**src/rtl/rxbit_pkg.sv**
```systemverilog
package rxbit_pkg;

    typedef enum logic [1:0] {
        NUDGE_NONE    = 2'd0,
        NUDGE_RETARD  = 2'd1,
        NUDGE_ADVANCE = 2'd2
    } nudge_e;

    // Majority decision over one window; an exact half keeps the old bit.
    function automatic logic vote_decide(input int ones, input int total, input logic prev);
        if (2 * ones > total)       return 1'b1;
        else if (2 * ones == total) return prev;
        else                        return 1'b0;
    endfunction

endpackage

```
**src/rtl/rxbit_sync.sv**
```systemverilog
module rxbit_sync #(
    parameter int STAGES = 2
) (
    input  logic clk,
    input  logic rst,
    input  logic rx_raw,
    input  logic invert_cfg,
    output logic smp
);
    logic [STAGES-1:0] chain;

    for (genvar g = 0; g < STAGES; g++) begin : g_stage
        if (g == 0) begin : g_head
            always_ff @(posedge clk) begin
                if (rst) chain[0] <= 1'b0;
                else     chain[0] <= rx_raw;
            end
        end else begin : g_tail
            always_ff @(posedge clk) begin
                if (rst) chain[g] <= 1'b0;
                else     chain[g] <= chain[g-1];
            end
        end
    end

    // Polarity correction ahead of every later stage.
    assign smp = chain[STAGES-1] ^ invert_cfg;

endmodule

```
**src/rtl/rxbit_vote.sv**
```systemverilog
module rxbit_vote #(
    parameter int SAMPLES = 16
) (
    input  logic clk,
    input  logic rst,
    input  logic samp_en,
    input  logic smp,
    input  logic wrap,
    output logic bit_out,
    output logic bit_stb
);
    import rxbit_pkg::*;

    localparam int CNT_W = $clog2(2 * SAMPLES + 1);

    logic [CNT_W-1:0] ones_q, tot_q;
    logic [CNT_W-1:0] ones_n, tot_n;

    always_comb begin
        ones_n = ones_q + CNT_W'(smp);
        tot_n  = tot_q + CNT_W'(1);
    end

    always_ff @(posedge clk) begin
        if (rst) begin
            ones_q  <= '0;
            tot_q   <= '0;
            bit_out <= 1'b0;
            bit_stb <= 1'b0;
        end else begin
            bit_stb <= 1'b0;
            if (samp_en) begin
                if (wrap) begin
                    bit_out <= vote_decide(int'(ones_n), int'(tot_n), bit_out);
                    bit_stb <= 1'b1;
                    ones_q  <= '0;
                    tot_q   <= '0;
                end else begin
                    ones_q  <= ones_n;
                    tot_q   <= tot_n;
                end
            end
        end
    end

    assert_strobe_pulse_R5: assert property (@(posedge clk) disable iff (rst)
        bit_stb |=> !bit_stb);

    assert_strobe_cause_R5: assert property (@(posedge clk) disable iff (rst)
        bit_stb |-> $past(samp_en));

    assert_out_moves_on_strobe_R3: assert property (@(posedge clk) disable iff (rst)
        (bit_out != $past(bit_out)) |-> bit_stb);

endmodule

```
**src/rtl/rxbit_phase.sv**
```systemverilog
module rxbit_phase #(
    parameter int SAMPLES    = 16,
    parameter int SUBSTEPS   = 32,
    parameter int COARSE_DIV = 8,
    parameter int FINE_DIV   = 32
) (
    input  logic clk,
    input  logic rst,
    input  logic samp_en,
    input  logic smp,
    input  logic locked,
    output logic wrap
);
    import rxbit_pkg::*;

    localparam int SPAN   = SAMPLES * SUBSTEPS;
    localparam int PH_W   = $clog2(SPAN);
    localparam int HALF   = SPAN / 2;
    localparam int COARSE = SPAN / COARSE_DIV;
    localparam int FINE   = SPAN / FINE_DIV;

    logic [PH_W-1:0] acc, nxt_acc, step;
    logic [PH_W:0]   sum;
    logic            first_q, prev_q, seen_q;
    logic            edge_det, mid;
    nudge_e          win_q, pend_q, cls, close_dir;

    always_comb begin
        sum      = {1'b0, acc} + (PH_W+1)'(SUBSTEPS);
        wrap     = samp_en && sum[PH_W];
        edge_det = (smp != prev_q);
        // First sample of a window counts as aligned.
        if (first_q)                       cls = NUDGE_NONE;
        else if (sum >= (PH_W+1)'(HALF))   cls = NUDGE_ADVANCE;
        else                               cls = NUDGE_RETARD;
        close_dir = seen_q ? win_q : (edge_det ? cls : NUDGE_NONE);
        // Crossing of the window middle, where a pending step lands.
        mid  = !acc[PH_W-1] && sum[PH_W-1] && !sum[PH_W];
        step = locked ? PH_W'(FINE) : PH_W'(COARSE);
        nxt_acc = sum[PH_W-1:0];
        if (mid && pend_q == NUDGE_RETARD)  nxt_acc = sum[PH_W-1:0] - step;
        if (mid && pend_q == NUDGE_ADVANCE) nxt_acc = sum[PH_W-1:0] + step;
    end

    always_ff @(posedge clk) begin
        if (rst) begin
            acc     <= '0;
            first_q <= 1'b1;
            prev_q  <= 1'b0;
            seen_q  <= 1'b0;
            win_q   <= NUDGE_NONE;
            pend_q  <= NUDGE_NONE;
        end else if (samp_en) begin
            acc     <= nxt_acc;
            prev_q  <= smp;
            first_q <= wrap;
            if (wrap) begin
                seen_q <= 1'b0;
                win_q  <= NUDGE_NONE;
                pend_q <= close_dir;
            end else begin
                if (mid) pend_q <= NUDGE_NONE;
                if (!seen_q && edge_det) begin
                    seen_q <= 1'b1;
                    win_q  <= cls;
                end
            end
        end
    end

    // Checker: count applied steps per window.
    logic [1:0] applied_cnt;
    always_ff @(posedge clk) begin
        if (rst)
            applied_cnt <= '0;
        else if (samp_en && wrap)
            applied_cnt <= '0;
        else if (samp_en && mid && pend_q != NUDGE_NONE && applied_cnt != 2'd3)
            applied_cnt <= applied_cnt + 2'd1;
    end

    assert_single_nudge_R11: assert property (@(posedge clk) disable iff (rst)
        applied_cnt <= 2'd1);

    assert_idle_hold_R5: assert property (@(posedge clk) disable iff (rst)
        !samp_en |=> $stable(acc));

    // Step size follows the lock flag (R9 coarse, R10 fine).
    assert_step_size_R9: assert property (@(posedge clk) disable iff (rst)
        samp_en |=>
            (acc == PH_W'($past(acc) + SUBSTEPS)) ||
            (acc == PH_W'($past(acc) + SUBSTEPS + ($past(locked) ? FINE : COARSE))) ||
            (acc == PH_W'($past(acc) + SUBSTEPS - ($past(locked) ? FINE : COARSE))));

endmodule

```
**src/rtl/rxbit_recover.sv**
```systemverilog
module rxbit_recover #(
    parameter int SAMPLES     = 16,
    parameter int SUBSTEPS    = 32,
    parameter int COARSE_DIV  = 8,
    parameter int FINE_DIV    = 32,
    parameter int SYNC_STAGES = 2
) (
    input  logic clk,
    input  logic rst,
    input  logic samp_en,
    input  logic rx_raw,
    input  logic invert_cfg,
    input  logic locked,
    output logic bit_out,
    output logic bit_stb
);
    logic smp;
    logic wrap;

    rxbit_sync #(.STAGES(SYNC_STAGES)) u_sync (
        .clk        (clk),
        .rst        (rst),
        .rx_raw     (rx_raw),
        .invert_cfg (invert_cfg),
        .smp        (smp)
    );

    rxbit_phase #(
        .SAMPLES    (SAMPLES),
        .SUBSTEPS   (SUBSTEPS),
        .COARSE_DIV (COARSE_DIV),
        .FINE_DIV   (FINE_DIV)
    ) u_phase (
        .clk     (clk),
        .rst     (rst),
        .samp_en (samp_en),
        .smp     (smp),
        .locked  (locked),
        .wrap    (wrap)
    );

    rxbit_vote #(.SAMPLES(SAMPLES)) u_vote (
        .clk     (clk),
        .rst     (rst),
        .samp_en (samp_en),
        .smp     (smp),
        .wrap    (wrap),
        .bit_out (bit_out),
        .bit_stb (bit_stb)
    );

endmodule

```
**config.mk**
```make
export PLATFORM = sky130hd
export DESIGN_NAME = rxbit_recover
export DESIGN_NICKNAME = d
export VERILOG_FILES = /design/src/rtl/rxbit_pkg.sv /design/src/rtl/rxbit_sync.sv /design/src/rtl/rxbit_vote.sv /design/src/rtl/rxbit_phase.sv /design/src/rtl/rxbit_recover.sv
export SDC_FILE = /design/constraint.sdc
export NUM_CORES = 1
export LEC_CHECK = 0
export BUFFER_PORTS_ARGS = -buffer_cell sky130_fd_sc_hd__buf_2
export CAP_MARGIN = 20
export CORE_ASPECT_RATIO = 1.4
export CORE_MARGIN = 1.5
export CORE_UTILIZATION = 65
export DETAILED_ROUTE_END_ITERATION = 6
export PLACE_DENSITY = 0.95
export SETUP_SLACK_MARGIN = 0.1
export SLEW_MARGIN = 15
export SYNTH_ARGS = -nofsm -noshare
export SYNTH_HDL_FRONTEND = slang
export SYNTH_SLANG_ARGS = --single-unit
```
**constraint.sdc**
```tcl
create_clock -name clk -period 6.4 [get_ports clk]
set_clock_uncertainty 0.15 [all_clocks]
set_input_delay 1.28 -clock clk [delete_from_list [all_inputs] [get_ports clk]]
set_output_delay 1.28 -clock clk [all_outputs]
set_load 0.1 [all_outputs]
```
After elaboration in Yosys (flattened, before gate mapping)

Cells that the tools add are included.

Flip-flop bits (word level): 32
Input bits: 6
Output and inout bits: 2
Word-level logic and storage cells: 59

Add/sub/neg operators: 5
Magnitude comparators: 2
Equality and inequality tests: 5
Multiplexer cells: 18
Bitwise gates (word level): 2
Reduce and logical (&&, ||, !) cells: 15

Operators with widths:

| cell                                                  | count |
|---|---|
| 2-to-1 mux 9 bit                                      | 2 |
| 2-to-1 mux 2 bit                                      | 8 |
| 2-to-1 mux 6 bit                                      | 2 |
| adder 9 x 6 -> 10 bit, second input constant          | 1 |
| >= comparator 10 x 9 -> 1 bit, second input constant  | 1 |
| adder 9 bit                                           | 1 |
| subtractor 9 bit                                      | 1 |
| equality test 7 bit                                   | 1 |
| > comparator 7 x 6 -> 1 bit                           | 1 |
| 2-to-1 mux 7 bit                                      | 1 |
| adder 6 x 1 -> 6 bit                                  | 1 |
| adder 6 x 1 -> 6 bit, second input constant           | 1 |
| logical AND 1 bit                                     | 6 |
| 2-to-1 mux 1 bit                                      | 5 |
| AND reduction 2 bit                                   | 2 |
| nonzero test 2 bit                                    | 2 |
| zero test 1 bit                                       | 3 |
| AND reduction 3 bit                                   | 1 |
| equality test 2 x 1 -> 1 bit, second input constant   | 1 |
| equality test 2 bit, second input constant            | 1 |
| inequality test 2 x 1 -> 1 bit, second input constant | 1 |
| OR reduction 2 bit                                    | 1 |
| inequality test 1 bit                                 | 1 |
| NOT 1 bit                                             | 1 |
| XOR 1 bit                                             | 1 |

Longest topological paths before layout

Gate-level depths: netlist of the first run.

Depth after elaboration: 7
Depth in mapped cells: 12
Gate-level depth less buffers: 12

Hierarchy

From an unflattened synthesis of the first run, not the netlist that was laid out.

Cell total of the unflattened synthesis: 205
Area total of the unflattened synthesis: 1,789.2 um^2

By module, submodules not included:

| module      | times used | cells each | area each (um^2) | sequential area each (um^2) |
|---|---|---|---|---|
| rxbit_phase | 1          | 109        | 904.6            | 240.2 |
| rxbit_vote  | 1          | 91         | 823.3            | 280.3 |
| rxbit_sync  | 1          | 5          | 61.3             | 40.0 |

Least setup slack after synthesis of the first run

No wires, ideal clock.

Path type: input-to-reg
Start point: input port invert_cfg
End point: register u_vote.bit_out
Library setup time: 0.116 ns
Arrival time: 3.000 ns
Required time: 6.134 ns
Setup slack: 3.134 ns
Cell stages on the path: 12
Buffers on the path: 0
Path through: xnor2_1 > inv_1 > ha_1 > ha_1 > nand3_1 > xnor2_1 > ha_1 > nand3_1 > nor2_1 > nor4_1 > a21oi_1 > o21a_1

Longest elaborated chain between the ends: 5
Elaborated cells on any way between the ends: 7
Those cells by class: add/sub (1); order compare (1); eq/ne (2); mux (1); bitwise (1); reduce/logical (1)

Ends and longest elaborated chain:

| element                                                                   | line                             | RTL |
|---|---|---|
| start: declaration                                                        | rxbit_recover.sv:12              | `input logic invert_cfg,` |
| XOR 1 bit *                                                               | rxbit_sync.sv:27                 | `assign smp = chain[STAGES-1] ^ invert_cfg;` |
| via smp                                                                   | rxbit_recover.sv:17              | `logic smp;` |
| adder 6 x 1 -> 6 bit *                                                    | rxbit_vote.sv:20                 | `ones_n = ones_q + CNT_W'(smp);` |
| > comparator 7 x 6 -> 1 bit / equality test 7 bit (equally long branches) | rxbit_pkg.sv:11, rxbit_pkg.sv:12 |  |
| inequality test 2 x 1 -> 1 bit (no line)                                  | n/a                              |  |
| AND reduction 3 bit (no line)                                             | n/a                              |  |
| end signal: assignment                                                    | rxbit_vote.sv:34                 | `bit_out <= vote_decide(int'(ones_n), int'(tot_n), bit_out);` |
| end: declaration                                                          | rxbit_vote.sv:9                  | `output logic bit_out,` |

Mark *: on every way through the listed nets, which the timed path passes. The rest lies on a longest branch.
A chain may end at the register's enable or synchronous reset.

Worst setup path after layout of the first run

Same ends and word-level chain as after synthesis.

==> run metrics, run 1 <==
Setup violations, final=0; top cells by area, synth=sky130_fd_sc_hd__dfxtp_1 (33%), sky130_fd_sc_hd__ha_1 (12%), sky130_fd_sc_hd__a21oi_1 (4.7%); final antenna-violating net count=0; number of enable-type register cells in the synthesized netlist=0; insertion delay to the later sink of the worst-skew pair=roughly 0.33 ns; leftover overflow at the end of global routing=0; Pre-antenna DRT Iters=5; actual transition at the worst max-transition pin=~0.52 ns; data arrival time of the worst path=3.34 ns; share of flip-flops with an asynchronous set or reset=0%; number of buffers between clock root and the deepest sink=2; Power per Cell Area=about 190 nW/µm²; gate count after technology mapping=199; CP max FO=4; post-layout power=0.334 mW; detailed-route via count=1455; clock tree from TritonCTS=yes; CTS sink cnt=28; Mean Syn Cell Area=8.48 µm²; maxcap violations=0; share of the synthesized area in the top cell type=about a third; Worst Setup Path Type=input port to flop; count of nets after finishing=roughly 230; number of H-tree levels=1; gp weighted congestion=0.916; Post-Place Worst Slack=2.79 ns; Synthesized Nets=221; Slew Viols, Final=0; library cell with the largest summed area after synthesis=sky130_fd_sc_hd__dfxtp_1; number of port buffers=7; average vias per placed instance=between 6 and 7; number of failing hold endpoints at the final stage=0; maximum number of pins on one net before global-route repair=30; synthesis-to-finish area growth=4.45%; leak pwr=approximately 0.73 nW; setup repair after global routing missed its margin=no; routed length per placed instance=approximately 14 µm; Slew headroom=65.1%; via count of the first global-routing pass=between 1000 and 1500; worst vdd ir=between 100 and 150 µV; maximum frequency from static timing analysis=308 MHz; height of the chip=between 60 and 70 µm; post-CTS setup-driven buffer insertion count=0; CTS buffer count=3; CP Data Required Time=roughly 6.5 ns; cell area after synthesis=roughly 1700 µm²; Crit. End Element=flop; Std-Cell Core Area=2420 µm²; final wirelength=3.41 mm; fin crit share=50.7%; synthesis warning total=0; number of antenna repair diodes=0; cell area after placement=around 1700 µm²; Hold Buf Count CTS=0; number of remaining DRC errors=0; fin worst setup slack=3.16 ns; accumulated negative setup slack=0 ns; number of synthesized register bits=28; wire length of the first global-routing pass=between 5 and 6 mm; top library cells by usage in the layout, fill and taps aside=sky130_fd_sc_hd__dfxtp_1 (28), sky130_fd_sc_hd__nand2_1 (16), sky130_fd_sc_hd__a21oi_1 (16), sky130_fd_sc_hd__ha_1 (16), sky130_fd_sc_hd__nor2_1 (15); minimum period implied by the final worst setup slack=~3.2 ns; cells resized by post-CTS repair=0; GRT Overall Usage=a little over a quarter; root buf cell=sky130_fd_sc_hd__clkbuf_4; result of the run=finished, final reports clean; number of distinct library cells after synthesis=between 50 and 60; drt initial violations=48; main flop type after synthesis=sky130_fd_sc_hd__dfxtp_1; Top-Level Pins=8; number of standard-cell rows in the floorplan=21; sequential fraction of the synthesis area=between 30% and 40%; Clock Pin Slew Worst Setup and Hold Paths=approximately 0.14 ns; fraction of layout cells with a size suffix above 1=6.93%; half-perimeter wire length after detailed placement=between 2 and 3 mm; total die area=2920 µm²; worst hold margin=around 0.30 ns; Die Span X=roughly 46 µm; antenna violations before repair=0; final instance area=~1800 µm²; startpoint class of the critical path=input port; most common cell after layout, fill and taps aside=sky130_fd_sc_hd__dfxtp_1; initial standard-cell utilization of the core=a little over two thirds; Hold WC Path Type=flop to flop
==> stage by stage <==
step,util (%),instances
global route,72.9,236
floorplan,-,199
finish,72.9,236
detailed placement,71.4,232
global placement,71.4,232
CTS,72.9,236
==> routing by layer <==
| layer | track usage [%] | vias up | part of all wire [%] |
|---|---|---|---|
| li1 | - | 731 | - |
| met1 | 27.3 | 697 | 41 |
| met2 | 49.5 | 22 | 55 |
| met3 | 3.72 | 5 | 2.7 |
| met4 | 10.0 | 0 | 1.6 |
| met5 | 0 | - | 0 |
==> path summary, 6_finish.rpt <==
check,slack (ns),start,to,depth (start not counted)
min reg2reg,0.30,u_sync.chain[0],u_sync.chain[1],1
min,0.30,u_sync.chain[0],u_sync.chain[1],1
max reg2reg,3.89,u_sync.chain[1],u_vote.bit_out,12
max,3.16,invert_cfg,u_vote.bit_out,13
==> synthesized netlist by cell type (all sizes together) (4+ instances only) <==
library cell and count:
xnor2 7, a21oi 16, nand3 13, xor2 5, o21ai 10, nor3 5
nand2 16, and3 6, dfxtp 28, nor2 15, ha 16, clkbuf 4
inv 8, buf 4
==> layout make-up <==
cell class | instances | area, µm²
flip-flops and latches | 28 | 561
multi-input cells | 154 | 1050
well taps | 34 | 42.5
fillers | 201 | 654
clock buffers | 4 | 36.3
repair buffers | 7 | 35.0
inverters | 9 | 33.8
==> sequential cells by signal, summed over array words and instances, names as in the netlist <==
register	flops
u_phase.seen_q	1
u_sync.chain	2
u_vote.bit_out	1
u_vote.tot_q	6
u_phase.pend_q	2
u_vote.ones_q	6
u_vote.bit_stb	1
u_phase.acc	5
u_phase.prev_q	1
u_phase.first_q	1
u_phase.win_q	2
==> power breakdown <==
part,switching (mW),total [mW],internal [mW]
clock,0.0502,0.0851,0.0349
combinational,0.0318,0.0568,0.0249
sequential,0.0103,0.192,0.182
total,0.0923,0.334,0.242
==> worst max-delay path, stage by stage <==
cell and delay, ns:
sky130_fd_sc_hd__buf_2 0.12, sky130_fd_sc_hd__xnor2_1 0.20, sky130_fd_sc_hd__inv_1 0.07, sky130_fd_sc_hd__ha_1 0.22, sky130_fd_sc_hd__ha_1 0.25, sky130_fd_sc_hd__nand3_1 0.12, sky130_fd_sc_hd__xnor2_1 0.17, sky130_fd_sc_hd__ha_1 0.29
sky130_fd_sc_hd__nand3_1 0.11, sky130_fd_sc_hd__nor2_1 0.07, sky130_fd_sc_hd__nor4_1 0.22, sky130_fd_sc_hd__a21oi_1 0.11, sky130_fd_sc_hd__o21a_1 0.12
==> cells by family (layout without fill, tap and decap cells) <==
group / after synthesis / count (layout) / synth area share (%)
AND/OR/NAND/NOR: 74 / 74 / 23.2
adder cells (fa/ha/maj): 16 / 16 / 11.9
XOR/XNOR: 13 / 13 / 7.56
AO/OA/AOI/OAI: 50 / 50 / 19.3
flip-flops: 28 / 28 / 33.2
multiplexers: 1 / 1 / 0.593
buffers and inverters: 17 / 20 / 4.30
Note: power is estimated with default switching activity, not from simulation.
==> inputs of run 2 (changes only) <==
Settings changed: CORE_UTILIZATION 65 to 60, PLACE_DENSITY 0.95 to 0.89.
Clock period 6.4 ns to 3.1 ns, I/O delays scaled along.
==> run 2 against run 1 <==
First-iteration DRC count increased by 19%. Sequential share of layout area is 0.18 points lower. Global-route usage shrank 0.47 points. Non-clock buffer count grew 1. Combinational power increased by 110%. Design area grew 0.57%. Utilization fell by 5.8 points. Final cell count rose by 1.3%. Routed wire length is 6.4% higher.
==> run metrics, run 2 (synthesis results as in run 1) <==
combinational share of power=17.4% (+0.4 points); number of standard-cell rows in the floorplan=22 (+4.8%); drt initial violations=57 (+19%); number of failing hold endpoints at the final stage=0 (unchanged); Hold WC Path Type=flop to flop; Top-Level Pins=8 (unchanged); number of antenna repair diodes=0 (unchanged); total buffers and inverters traversed by the critical path=2 (unchanged); area taken by multi-input logic gates=1050 µm² (unchanged); # fillers=219 (+9.0%); root buf cell=sky130_fd_sc_hd__clkbuf_4; Internal=0.500 mW (+110%); average vias per placed instance=6.18 (+0.31%); CP Data Required Time=3.19 ns (-3.31 ns); count of nets after finishing=226 (+0.44%); GRT Overall Usage=26.0% (-0.47 points); antenna violations before repair=0 (unchanged); switching power as a share of total power=28.2% (+0.58 points); leak pwr=0.736 nW (+0.66%); total die area=3140 µm² (+7.9%); Clock Pin Slew Worst Setup and Hold Paths=0.14 ns (about the same); synthesis-to-finish area growth=5.04%; fraction of layout cells with a size suffix above 1=7.39% (+0.46 points); CTS buffer count=3 (unchanged); fin crit share=83.4%; fin worst setup slack=0.513 ns (-2.64 ns); number of buffers between clock root and the deepest sink=2 (unchanged); wire length of the first global-routing pass=5.90 mm (+1.5%); Setup violations, final=0 (unchanged); cell class contributing the biggest share of worst-path delay=adder cells; Post-Place Worst Slack=0.145 ns (-2.65 ns); number of remaining DRC errors=0 (unchanged); gp weighted congestion=0.911 (-0.61%); switching power=0.197 mW (+110%); Top Registers=u_vote.ones_q: 6 flops, u_vote.tot_q: 6 flops, u_phase.acc: 5 flops; result of the run=finished, final reports clean; half-perimeter wire length after detailed placement=2.71 mm (+6.1%); non-filler cells in the finished layout=239 (+1.3%); leftover overflow at the end of global routing=0 (unchanged); routed length per placed instance=15.2 µm (+5.1%); data arrival time of the worst path=2.68 ns (-0.66 ns); final instance area=1770 µm² (+0.57%); setup repair after global routing missed its margin=no; Crit. End Element=flop; cell total after placement=235 (+1.3%); minimum period implied by the final worst setup slack=between 2 and 3 ns; maximum frequency from static timing analysis=387 MHz; proportion of power drawn by flip-flops and latches=57.2% (-0.4 points); worst hold margin=0.309 ns (+0.00576 ns); number of port buffers=7 (unchanged); clock share of power=25.4% (about the same); cell area after placement=1740 µm² (+0.58%); insertion delay to the later sink of the worst-skew pair=0.33 ns (about the same); most common cell after layout, fill and taps aside=sky130_fd_sc_hd__dfxtp_1; CP max FO=4 (unchanged); accumulated negative setup slack=0 ns (unchanged); final antenna-violating net count=0 (unchanged); Slew Viols, Final=0 (unchanged); startpoint class of the critical path=input port; height of the chip=65.8 µm (+3.9%); Slew headroom=65.7% (+0.57 points); via count of the first global-routing pass=1374 (-3.4%); final wirelength=3.63 mm (+6.4%); final core area utilization=67.1% (-5.8 points); worst vdd ir=270 µV (+100%); actual transition at the worst max-transition pin=0.515 ns (-0.00531 ns); cells resized by post-CTS repair=0 (unchanged); flip-flop and latch area=561 µm² (unchanged); Cell Chain, Critical Path=buf_2 > xnor2_1 > inv_1 > ha_1 > ha_1 > nand3_1 > xnor2_1 > ha_1 > nand3_1 > nor2_1 > nor4_1 > a21oi_1 > o21a_1; clock tree from TritonCTS=yes; Hold Buf Count CTS=0 (unchanged); slowest cell delay on critical path=0.29 ns (about the same); maxcap violations=0 (unchanged); number of H-tree levels=1 (unchanged); critical-path cell with the highest stage delay=sky130_fd_sc_hd__ha_1; initial standard-cell utilization of the core=63.9% (-6.0 points); Pre-antenna DRT Iters=4 (-1); Power per Cell Area=393 nW/µm² (+110%); CTS sink cnt=28 (unchanged); top library cells by usage in the layout, fill and taps aside=sky130_fd_sc_hd__dfxtp_1 (28), sky130_fd_sc_hd__nand2_1 (16), sky130_fd_sc_hd__a21oi_1 (16), sky130_fd_sc_hd__ha_1 (16), sky130_fd_sc_hd__nor2_1 (15); maximum number of pins on one net before global-route repair=30 (unchanged); Die Span X=47.8 µm (+3.8%); detailed-route via count=1478 (+1.6%); Worst Setup Path Type=input port to flop; most frequent cell on the critical path=sky130_fd_sc_hd__ha_1; post-layout power=0.697 mW (+110%); post-CTS setup-driven buffer insertion count=0 (unchanged); Std-Cell Core Area=2640 µm² (+9.3%)
## run 2: changes by cell type in the layout (fill, tap and decap cells not counted), sizes merged
cell,delta
buf,+1
## run 2: layout make-up
| type | instances | share of cell area, % |
|---|---|---|
| tap | 36 | 2.54 |
| sequential | 28 | 31.6 |
| inverter | 9 | 1.91 |
| clock buffer | 4 | 2.05 |
| timing repair buffer | 8 | 2.40 |
| multi-input combinational | 154 | 59.5 |
## run 2: worst reg2reg max path, delay by kind of cell (launching register included)
family | cells | cell delay [ns]
XOR/XNOR | 2 | 0.31
AO/OA/AOI/OAI | 2 | 0.23
adder cells (fa/ha/maj) | 3 | 0.78
AND/OR/NAND/NOR | 4 | 0.53
buffers and inverters | 1 | 0.07
flip-flops | 1 | 0.39
## run 2: power by group through the flow
stage / Clock (mW) / Sequential [mW] / Combinational (mW)
detailed placement: 0 / 0.406 / 0.120
finish: 0.177 / 0.399 / 0.121
global placement: 0 / 0.403 / 0.112
global route: 0.196 / 0.402 / 0.135
CTS: 0.184 / 0.398 / 0.120
floorplan: 0 / 0.393 / 0.110
## run 2: worst paths after layout
path | from | endpoint | slack (ns) | cells past startpoint
worst max-delay path | invert_cfg | u_vote.bit_out | 0.51 | 13
worst min-delay path | u_sync.chain[0] | u_sync.chain[1] | 0.31 | 1
worst max register to register | u_sync.chain[1] | u_vote.bit_out | 0.58 | 12
worst min register to register | u_sync.chain[0] | u_sync.chain[1] | 0.31 | 1
## run 2: metal layers
metal	global-route usage (%)	wire length, µm	vias up
li1	-	-	733
met1	29.1	1520	684
met2	45.5	1890	46
met3	2.20	132	15
met4	13.5	95	0
met5	0	0	-
